`src/rtl/cmd_reg_decoder.sv`:
```
module cmd_reg_decoder #(
  parameter int NUM_REGS = 64,
  parameter logic [7:0] ESC_BYTE = 8'hAF,
  parameter logic [7:0] OP_SETREG = 8'h20,
  parameter logic [7:0] OP_COPY = 8'h6A,
  parameter logic [7:0] CTRL_IDX = 8'hFF,
  parameter int COPY_BYTES = 7
) (
  input  logic                  clk,
  input  logic                  rst,
  input  logic                  in_valid,
  output logic                  in_ready,
  input  logic [7:0]            in_data,
  output logic [NUM_REGS*8-1:0] live_regs,
  output logic                  locked,
  output logic                  apply_pulse,
  output logic                  err_flag,
  output logic                  copy_valid,
  output logic [23:0]           copy_src,
  output logic [7:0]            copy_count,
  output logic [23:0]           copy_dst,
  output logic                  mode_24bpp,
  output logic [23:0]           base16,
  output logic [23:0]           base8,
  output logic [15:0]           pix_clk
);
  localparam int CW = $clog2(COPY_BYTES + 1);
  localparam int SHW = (COPY_BYTES - 1) * 8;

  typedef enum logic [2:0] {S_HUNT, S_OPC, S_IDX, S_VAL, S_COPY} state_t;

  state_t           st;
  logic [7:0]       idx_q;
  logic [CW-1:0]    cpy_cnt;
  logic [SHW-1:0]   cpy_sh;
  logic [7:0]       shadow [NUM_REGS];
  logic [7:0]       live   [NUM_REGS];

  logic beat, wr_fire, is_ctrl, in_range, last_copy;
  logic [COPY_BYTES*8-1:0] cpy_full;

  assign in_ready  = 1'b1;
  assign beat      = in_valid;
  assign wr_fire   = beat && (st == S_VAL);
  assign is_ctrl   = (idx_q == CTRL_IDX);
  assign in_range  = (32'(idx_q) < NUM_REGS) && !is_ctrl;
  assign last_copy = beat && (st == S_COPY) && (cpy_cnt == CW'(COPY_BYTES - 1));
  assign cpy_full  = {cpy_sh, in_data};

  always_ff @(posedge clk) begin
    if (rst) begin
      st       <= S_HUNT;
      idx_q    <= '0;
      cpy_cnt  <= '0;
      cpy_sh   <= '0;
      err_flag <= 1'b0;
    end else if (beat) begin
      case (st)
        S_HUNT: begin
          if (in_data == ESC_BYTE) st <= S_OPC;
          else err_flag <= 1'b1;
        end
        S_OPC: begin
          cpy_cnt <= '0;
          if (in_data == OP_SETREG) st <= S_IDX;
          else if (in_data == OP_COPY) st <= S_COPY;
          else begin
            err_flag <= 1'b1;
            st       <= S_HUNT;
          end
        end
        S_IDX: begin
          idx_q <= in_data;
          st    <= S_VAL;
        end
        S_VAL: st <= S_HUNT;
        S_COPY: begin
          cpy_sh  <= {cpy_sh[SHW-9:0], in_data};
          cpy_cnt <= cpy_cnt + 1'b1;
          if (last_copy) st <= S_HUNT;
        end
        default: st <= S_HUNT;
      endcase
    end
  end

  always_ff @(posedge clk) begin
    if (rst) begin
      locked      <= 1'b0;
      apply_pulse <= 1'b0;
      for (int i = 0; i < NUM_REGS; i++) begin
        shadow[i] <= '0;
        live[i]   <= '0;
      end
    end else begin
      apply_pulse <= 1'b0;
      if (wr_fire && in_range) begin
        shadow[idx_q[$clog2(NUM_REGS)-1:0]] <= in_data;
        if (!locked) live[idx_q[$clog2(NUM_REGS)-1:0]] <= in_data;
      end
      if (wr_fire && is_ctrl && in_data == 8'h00) locked <= 1'b1;
      if (wr_fire && is_ctrl && in_data == 8'hFF) begin
        locked      <= 1'b0;
        apply_pulse <= 1'b1;
        for (int i = 0; i < NUM_REGS; i++) live[i] <= shadow[i];
      end
    end
  end

  always_ff @(posedge clk) begin
    if (rst) begin
      copy_valid <= 1'b0;
      copy_src   <= '0;
      copy_count <= '0;
      copy_dst   <= '0;
    end else begin
      copy_valid <= last_copy;
      if (last_copy) begin
        copy_src   <= cpy_full[55:32];
        copy_count <= cpy_full[31:24];
        copy_dst   <= cpy_full[23:0];
      end
    end
  end

  genvar g;
  generate
    for (g = 0; g < NUM_REGS; g++) begin : g_flat
      assign live_regs[g*8 +: 8] = live[g];
    end
  endgenerate

  assign mode_24bpp = live[8'h00][0];
  assign base16     = {live[8'h20], live[8'h21], live[8'h22]};
  assign base8      = {live[8'h26], live[8'h27], live[8'h28]};
  assign pix_clk    = {live[8'h1C], live[8'h1B]};

  AST_APPLY_ONE_CYCLE: assert property (@(posedge clk) disable iff (rst)
    apply_pulse |=> !apply_pulse);
  AST_APPLY_UNLOCKED: assert property (@(posedge clk) disable iff (rst)
    apply_pulse |-> !locked);
  AST_LOCKED_LIVE_STABLE: assert property (@(posedge clk) disable iff (rst)
    ($past(locked) && !apply_pulse) |-> $stable(live_regs));
  AST_ERR_STICKY: assert property (@(posedge clk) disable iff (rst)
    err_flag |=> err_flag);
  AST_COPY_ONE_CYCLE: assert property (@(posedge clk) disable iff (rst)
    copy_valid |=> !copy_valid);
endmodule

```
`config.mk`:
```
export PLATFORM = sky130hd
export DESIGN_NAME = cmd_reg_decoder
export DESIGN_NICKNAME = d
export VERILOG_FILES = /design/src/rtl/cmd_reg_decoder.sv
export SDC_FILE = /design/constraint.sdc
export NUM_CORES = 2
export LEC_CHECK = 0
export ABC_AREA = 1
export ABC_CLOCK_PERIOD_IN_PS = 3300
export BUFFER_PORTS_ARGS = -buffer_cell sky130_fd_sc_hd__buf_2
export CAP_MARGIN = 15
export CORE_MARGIN = 2
export CORE_UTILIZATION = 35
export DETAILED_ROUTE_END_ITERATION = 8
export PLACE_DENSITY_LB_ADDON = 0.3
export REMOVE_ABC_BUFFERS = 1
export SLEW_MARGIN = 20
export SYNTH_ARGS = -nofsm -noshare
export SYNTH_HDL_FRONTEND = slang
export SYNTH_SLANG_ARGS = --single-unit
```
`constraint.sdc`:
```
create_clock -name clk -period 3.3 [get_ports clk]
set_input_delay 0.33 -clock clk [delete_from_list [all_inputs] [get_ports clk]]
set_output_delay 0.33 -clock clk [all_outputs]
set_load 0.01 [all_outputs]
```
# Word level (Yosys, flattened, before mapping)
# Memory sizes are Yosys's and may differ from the RTL's.
# Index checks and enable logic that the tools add are counted.
dict set report totals {
  register_bits 122
  ram_bits 1024
  input_bits 11
  out_inout_bits 638
  wordCells 207
  memories 2
}
# memory words width read_ports rd_ports_with_merged_regs write_ports line_no
set memory_table {}
lappend memory_table {live 64 8 64 0 64 37} ;# logic [7:0] live [NUM_REGS];
lappend memory_table {shadow 64 8 64 0 64 36} ;# logic [7:0] shadow [NUM_REGS];
dict set report classes {
  n_addsub 1
  order_cmp 1
  eq_ne 15
  mux 92
  bitwise 64
  reduce_logical 21
}
# operator count
set ops {}
lappend ops {{$mux W8} 66}
lappend ops {{$or A1 B1 Y1} 64}
lappend ops {{$eq A8 B8 Y1 const B} 3}
lappend ops {{$mux W1} 17}
lappend ops {{$reduce_or A8 Y1} 2}
lappend ops {{$mux W3} 4}
lappend ops {{$mux W6} 2}
lappend ops {{$pmux W3 S4} 1}
lappend ops {{$ne A2 B2 Y1 const B} 5}
lappend ops {{$eq A8 B6 Y1 const B} 1}
lappend ops {{$eq A8 B7 Y1 const B} 1}
lappend ops {{$logic_and A1 B1 Y1} 8}
lappend ops {{$logic_not A8 Y1} 1}
lappend ops {{$lt A8 B7 Y1 const B} 1}
lappend ops {{$eq A3 B2 Y1 const B} 2}
lappend ops {{$eq A3 B3 Y1 const B} 2}
lappend ops {{$pmux W3 S2} 1}
lappend ops {{$reduce_and A2 Y1} 3}
lappend ops {{$reduce_and A5 Y1} 1}
lappend ops {{$reduce_bool A2 Y1} 2}
lappend ops {{$add A3 B1 Y3 const B} 1}
lappend ops {{$eq A3 B1 Y1 const B} 1}
lappend ops {{$logic_not A3 Y1} 1}
lappend ops {{$reduce_and A3 Y1} 1}
lappend ops {{other kinds (3)} 3}

# Longest topological paths before layout
dict set report logic_depth {
  ltp_word 9
  mapped_depth 11
  ltp_nobuf 9
}

# Worst setup path after synthesis
# No wires, ideal clock.
dict set report synth_path {
  path_type {reg-to-reg}
  start {register idx_q[3]}
  end {memory live[27][0] (enable)}
  setup_time_ps 384
  arrival_ps 2193
  required_ps 2916
  path_slack_ps 723
  path_stages_with_launch 7
  path_buffers 2
  synth_period_minus_slack_ps 2577
  path_cell_list {dfxtp_1 > buf_2 > clkinv_1 > nor3_2 > buf_2 > nand2_1 > o21ai_0}
}
# element line_no
set synth_rtl {}
lappend synth_rtl {{start: declaration} 33} ;# logic [7:0] idx_q;
lappend synth_rtl {{start signal: assignment} 73} ;# idx_q <= in_data;
lappend synth_rtl {{end: declaration} 37}

==> impl_metrics.prom <==
# TYPE chip_impl_metric gauge
chip_impl_info{name="critPathCaptureType",value="register"} 1
chip_impl_info{name="criticalPathCategory",value="register to register"} 1
chip_impl_metric{name="antenna_left",unit=""} 0
chip_impl_metric{name="maxCapViolCount",unit=""} 0
chip_impl_metric{name="power.share.switching",unit="%"} 25.45
chip_impl_info{name="crit_path_start_kind",value="register"} 1
chip_impl_metric{name="vias",unit=""} 36530
chip_impl_metric{name="share_of_synthesized_registers_carrying_an_async_set_or_reset",unit="%"} 0
chip_impl_metric{name="timing.setup.tns",unit="ns"} 0
chip_impl_metric{name="setup-violations-final",unit=""} 0
chip_impl_metric{name="grt_remaining_overflow",unit=""} 0
chip_impl_metric{name="seq_area_frac_synth",unit="%"} 69.25
chip_impl_info{name="path_delay_family",value="simple AND/OR/NAND/NOR gates"} 1
chip_impl_metric{name="dieHeight",unit="µm"} 374.1
chip_impl_metric{name="powerDensity",unit="mW/mm²"} 588.7
chip_impl_metric{name="hold_vio_cnt_final",unit=""} 0
chip_impl_metric{name="io_pins",unit=""} 649
chip_impl_metric{name="clk_latency",unit="ns"} 0.81
chip_impl_metric{name="die_width",unit="µm"} 374.1
chip_impl_metric{name="yosys.cell_types.count",unit=""} 30
chip_impl_metric{name="synthesis.instances",unit=""} 4327
chip_impl_metric{name="route.detailed.wl_per_inst",unit="µm"} 24.80
chip_impl_metric{name="grtUsageTotal",unit="%"} 23.02
chip_impl_metric{name="fillerInstances",unit=""} 12830
chip_impl_info{name="cts_root_buf",value="clkbuf_16"} 1
chip_impl_info{name="run_status",value="finished clean"} 1
chip_impl_metric{name="grt_max_degree",unit=""} 176
chip_impl_metric{name="drt_wl_total",unit="µm"} 165900
chip_impl_metric{name="placement_rows",unit=""} 135
chip_impl_metric{name="clock_power_share",unit="%"} 42.5
chip_impl_metric{name="final_routed_drc_violation_total",unit=""} 0
chip_impl_metric{name="grt_pass1_vias",unit=""} 34590
chip_impl_metric{name="cts.htree.levels",unit=""} 4
chip_impl_info{name="worst_hold_path_type",value="input pin to register"} 1
chip_impl_metric{name="finalMaxSlewViolations",unit=""} 0
chip_impl_metric{name="core-area",unit="mm²"} 0.1356
chip_impl_metric{name="fin_worst_skew",unit="ns"} 0.03758
chip_impl_metric{name="synthesis.area_per_instance",unit="µm²"} 11.08
chip_impl_metric{name="highest_clock_rate",unit="MHz"} 340.7
chip_impl_metric{name="wire_length_of_the_first_global_routing_pass",unit="µm"} 236100
chip_impl_metric{name="hold_ws",unit="ns"} 0.07922
chip_impl_metric{name="cts_sinks",unit=""} 1146
chip_impl_metric{name="tritoncts.num_buffers",unit=""} 130
chip_impl_metric{name="p_sw",unit="mW"} 8.581
chip_impl_metric{name="timing.critical_path.required",unit="ns"} 3.75
chip_impl_metric{name="power_frac_seq",unit="%"} 49.7
chip_impl_metric{name="worst_ep_arrival_time",unit="ns"} 3.39
chip_impl_metric{name="relSlewSlack",unit="%"} 23.96
chip_impl_metric{name="detail_route.vias_per_cell",unit=""} 5.463
chip_impl_metric{name="area_delta_synth_final",unit="%"} 19.47
chip_impl_info{name="rsz0062_at_grt",value="no"} 1
chip_impl_metric{name="vdd.ir_drop.worst",unit="mV"} 0.4222
chip_impl_metric{name="crit_path_max_fanout",unit=""} 9
chip_impl_metric{name="detail_route.iter0.violations",unit=""} 4265
chip_impl_metric{name="share_comb_of_total_power",unit="%"} 7.8
chip_impl_metric{name="timing_worst_slew_pin_value",unit="ns"} 1.141
chip_impl_metric{name="floorplan.initialDensity",unit="%"} 35.34
chip_impl_metric{name="grt_antenna_before_repair",unit=""} 6
chip_impl_info{name="ys_dominant_reg_cell",value="edfxtp_1"} 1
chip_impl_metric{name="critical-path-max-stage-delay",unit="ns"} 0.82
chip_impl_metric{name="cts.clk_slew.worst_paths",unit="ns"} 0.06
chip_impl_metric{name="synth-seq-cells",unit=""} 1146
chip_impl_metric{name="nNetsFinal",unit=""} 4817
chip_impl_metric{name="p_leak",unit="nW"} 23.91
chip_impl_metric{name="dieArea",unit="mm²"} 0.1399
chip_impl_metric{name="place.gp.congestion",unit=""} 0.8240
chip_impl_metric{name="count_of_synthesis_stage_warnings_from_yosys",unit=""} 0
chip_impl_metric{name="syn_area",unit="mm²"} 0.04793
chip_impl_metric{name="synth-edff-count",unit=""} 1024
chip_impl_metric{name="drive_above_1_share",unit="%"} 21.45
chip_impl_metric{name="drt_pass1_iterations",unit=""} 7
chip_impl_info{name="critPathSlowestCell",value="nor3_2"} 1
chip_impl_metric{name="port_buffers",unit=""} 647
chip_impl_info{name="cpMostUsedCell",value="nand2_1"} 1
chip_impl_metric{name="place.detailed.hpwl",unit="µm"} 104100
chip_impl_metric{name="clock_tree.buffer_depth",unit=""} 3
chip_impl_metric{name="period_needed",unit="ns"} 2.935
chip_impl_metric{name="final_min_period_over_clock_period",unit="%"} 88.94
chip_impl_metric{name="internal_power",unit="mW"} 25.13
chip_impl_metric{name="path_buf_inv",unit=""} 1
chip_impl_metric{name="post_cts_resized",unit=""} 0
chip_impl_info{name="clock_tree_from_tritoncts",value="built"} 1
chip_impl_metric{name="layoutNonFillerInstCount",unit=""} 6687
chip_impl_metric{name="dp.cells",unit=""} 6451
chip_impl_info{name="cells_along_the_critical_path",value="clkinv_1 > nor3_2 > nand2_1 > nand2_1"} 1
## area by class of cell
| class | count | area (µm²) | area share, % |
|---|---|---|---|
| sequential | 1146 | 33200 | 57.97 |
| multi-input combinational | 2626 | 12400 | 21.65 |
| timing repair buffer | 821 | 4870 | 8.503 |
| clock buffer | 164 | 3452 | 6.028 |
| tap | 1781 | 2228 | 3.891 |
| clock inverter | 69 | 788.3 | 1.376 |
| inverter | 79 | 331.6 | 0.5790 |
| antenna | 1 | 2.502 | 0.004370 |
## routing by layer
layer / global-route usage [%] / vias up / share of wire [%]
li1: - / 16530 / -
met1: 28.57 / 17860 / 39
met2: 38.76 / 1784 / 49
met3: 4.956 / 355 / 8.2
met4: 9.724 / 4 / 4.2
met5: 0 / - / 0.013
## sequential cells by signal, indices dropped and copies added, names as in the netlist
| register | count |
|---|---|
| copy_dst | 24 |
| st | 3 |
| live | 512 |
| err_flag | 1 |
| copy_count | 8 |
| idx_q | 8 |
| cpy_cnt | 3 |
| copy_valid | 1 |
| copy_src | 24 |
| locked | 1 |
| cpy_sh | 48 |
| shadow | 512 |
| apply_pulse | 1 |
## path summary, 6_finish.rpt
| kind | slack, ns | start | cells past startpoint | endpoint |
|---|---|---|---|---|
| hold / removal | 0.08 | in_valid | 4 | cpy_sh[41] |
| hold reg to reg | 0.45 | err_flag | 2 | err_flag |
| setup / recovery | 0.36 | idx_q[3] | 4 | shadow[44][2] |
| setup reg to reg | 0.36 | idx_q[3] | 4 | shadow[44][2] |
## power groups by stage
| stage | Clock, mW | Combinational (mW) | Sequential, mW |
|---|---|---|---|
| after detailed placement | 0 | 2.62 | 17.0 |
| after global routing | 15.1 | 2.81 | 16.8 |
| after floorplan | 0 | 1.07 | 17.1 |
| final | 14.3 | 2.62 | 16.8 |
| after global placement | 0 | 2.59 | 17.0 |
| after CTS | 14.6 | 2.63 | 16.8 |
## worst reg2reg max path, delay by kind of cell, from the launching register on
| family | cells | cell delay [ns] |
|---|---|---|
| simple gates | 3 | 1.62 |
| buf+inv | 1 | 0.37 |
| flops | 1 | 0.59 |
## through the flow
| stage | setup WS (ns) | utilization [%] | power [mW] | area (µm²) |
|---|---|---|---|---|
| finish | 0.3650 | 42.22 | 33.71 | 57270 |
| CTS | 0.3456 | 42.22 | 33.96 | 57260 |
| detailed placement | 0.3786 | 39.08 | 19.67 | 53000 |
| global route | 0.1880 | 42.22 | 34.74 | 57260 |
| floorplan | -23.13 | - | 18.18 | 45840 |
| global placement | 0.3391 | 39.08 | 19.64 | 53000 |
## cell usage after synthesis, types with 2 or more instances
cell type / n / share of area, %
nor3_1: 4 / 0.042
inv_1: 63 / 0.49
ha_1: 2 / 0.052
a21oi_1: 64 / 0.67
dfxtp_1: 122 / 5.1
nand2_2: 2 / 0.026
nor3_4: 3 / 0.10
nand3_1: 333 / 3.5
nor3_2: 5 / 0.10
o21ai_1: 20 / 0.21
clkbuf_1: 300 / 2.3
nand2_1: 828 / 6.5
buf_4: 68 / 1.1
nor2_4: 2 / 0.047
o21ai_0: 127 / 1.3
buf_1: 70 / 0.55
a211oi_1: 2 / 0.031
nand4_1: 654 / 8.5
clkinv_1: 6 / 0.047
nand3_2: 7 / 0.15
edfxtp_1: 1024 / 64
nor2_1: 567 / 4.4
inv_2: 10 / 0.078
buf_2: 38 / 0.40
## cell families after synthesis
logic type / count (synthesis) / synth area share, %
AOI/OAI and AO/OA: 215 / 2.266
DFF: 1146 / 69.25
xor gates and xnor gates: 1 / 0.01828
and+or+nand+nor: 2407 / 23.43
adders and majority gates: 2 / 0.05220
other: 1 / 0.007823
buffers and inverters: 555 / 4.978
## placed cells by master (no fill, tap or decap), drive strengths merged
master,n
inv,85
bufinv,7
clkinv,52
xor2,1
clkinvlp,4
a21oi,64
nor2,569
edfxtp,1024
diode,1
nand3,340
dfxtp,122
or2,1
a211oi,2
o21ai,147
nor3,12
nor3b,1
nand2,830
buf,819
o21a,1
nand4,654
ha,2
o21bai,1
conb,1
dlygate4sd3,2
clkbuf,164
## what timing repair did
action                                 4_1_cts  5_1_grt
hold buffers                                 2        0
setup buffers                                0        0
endpoints found under the hold margin        8        0
Note: power is estimated with default switching activity, not from simulation.
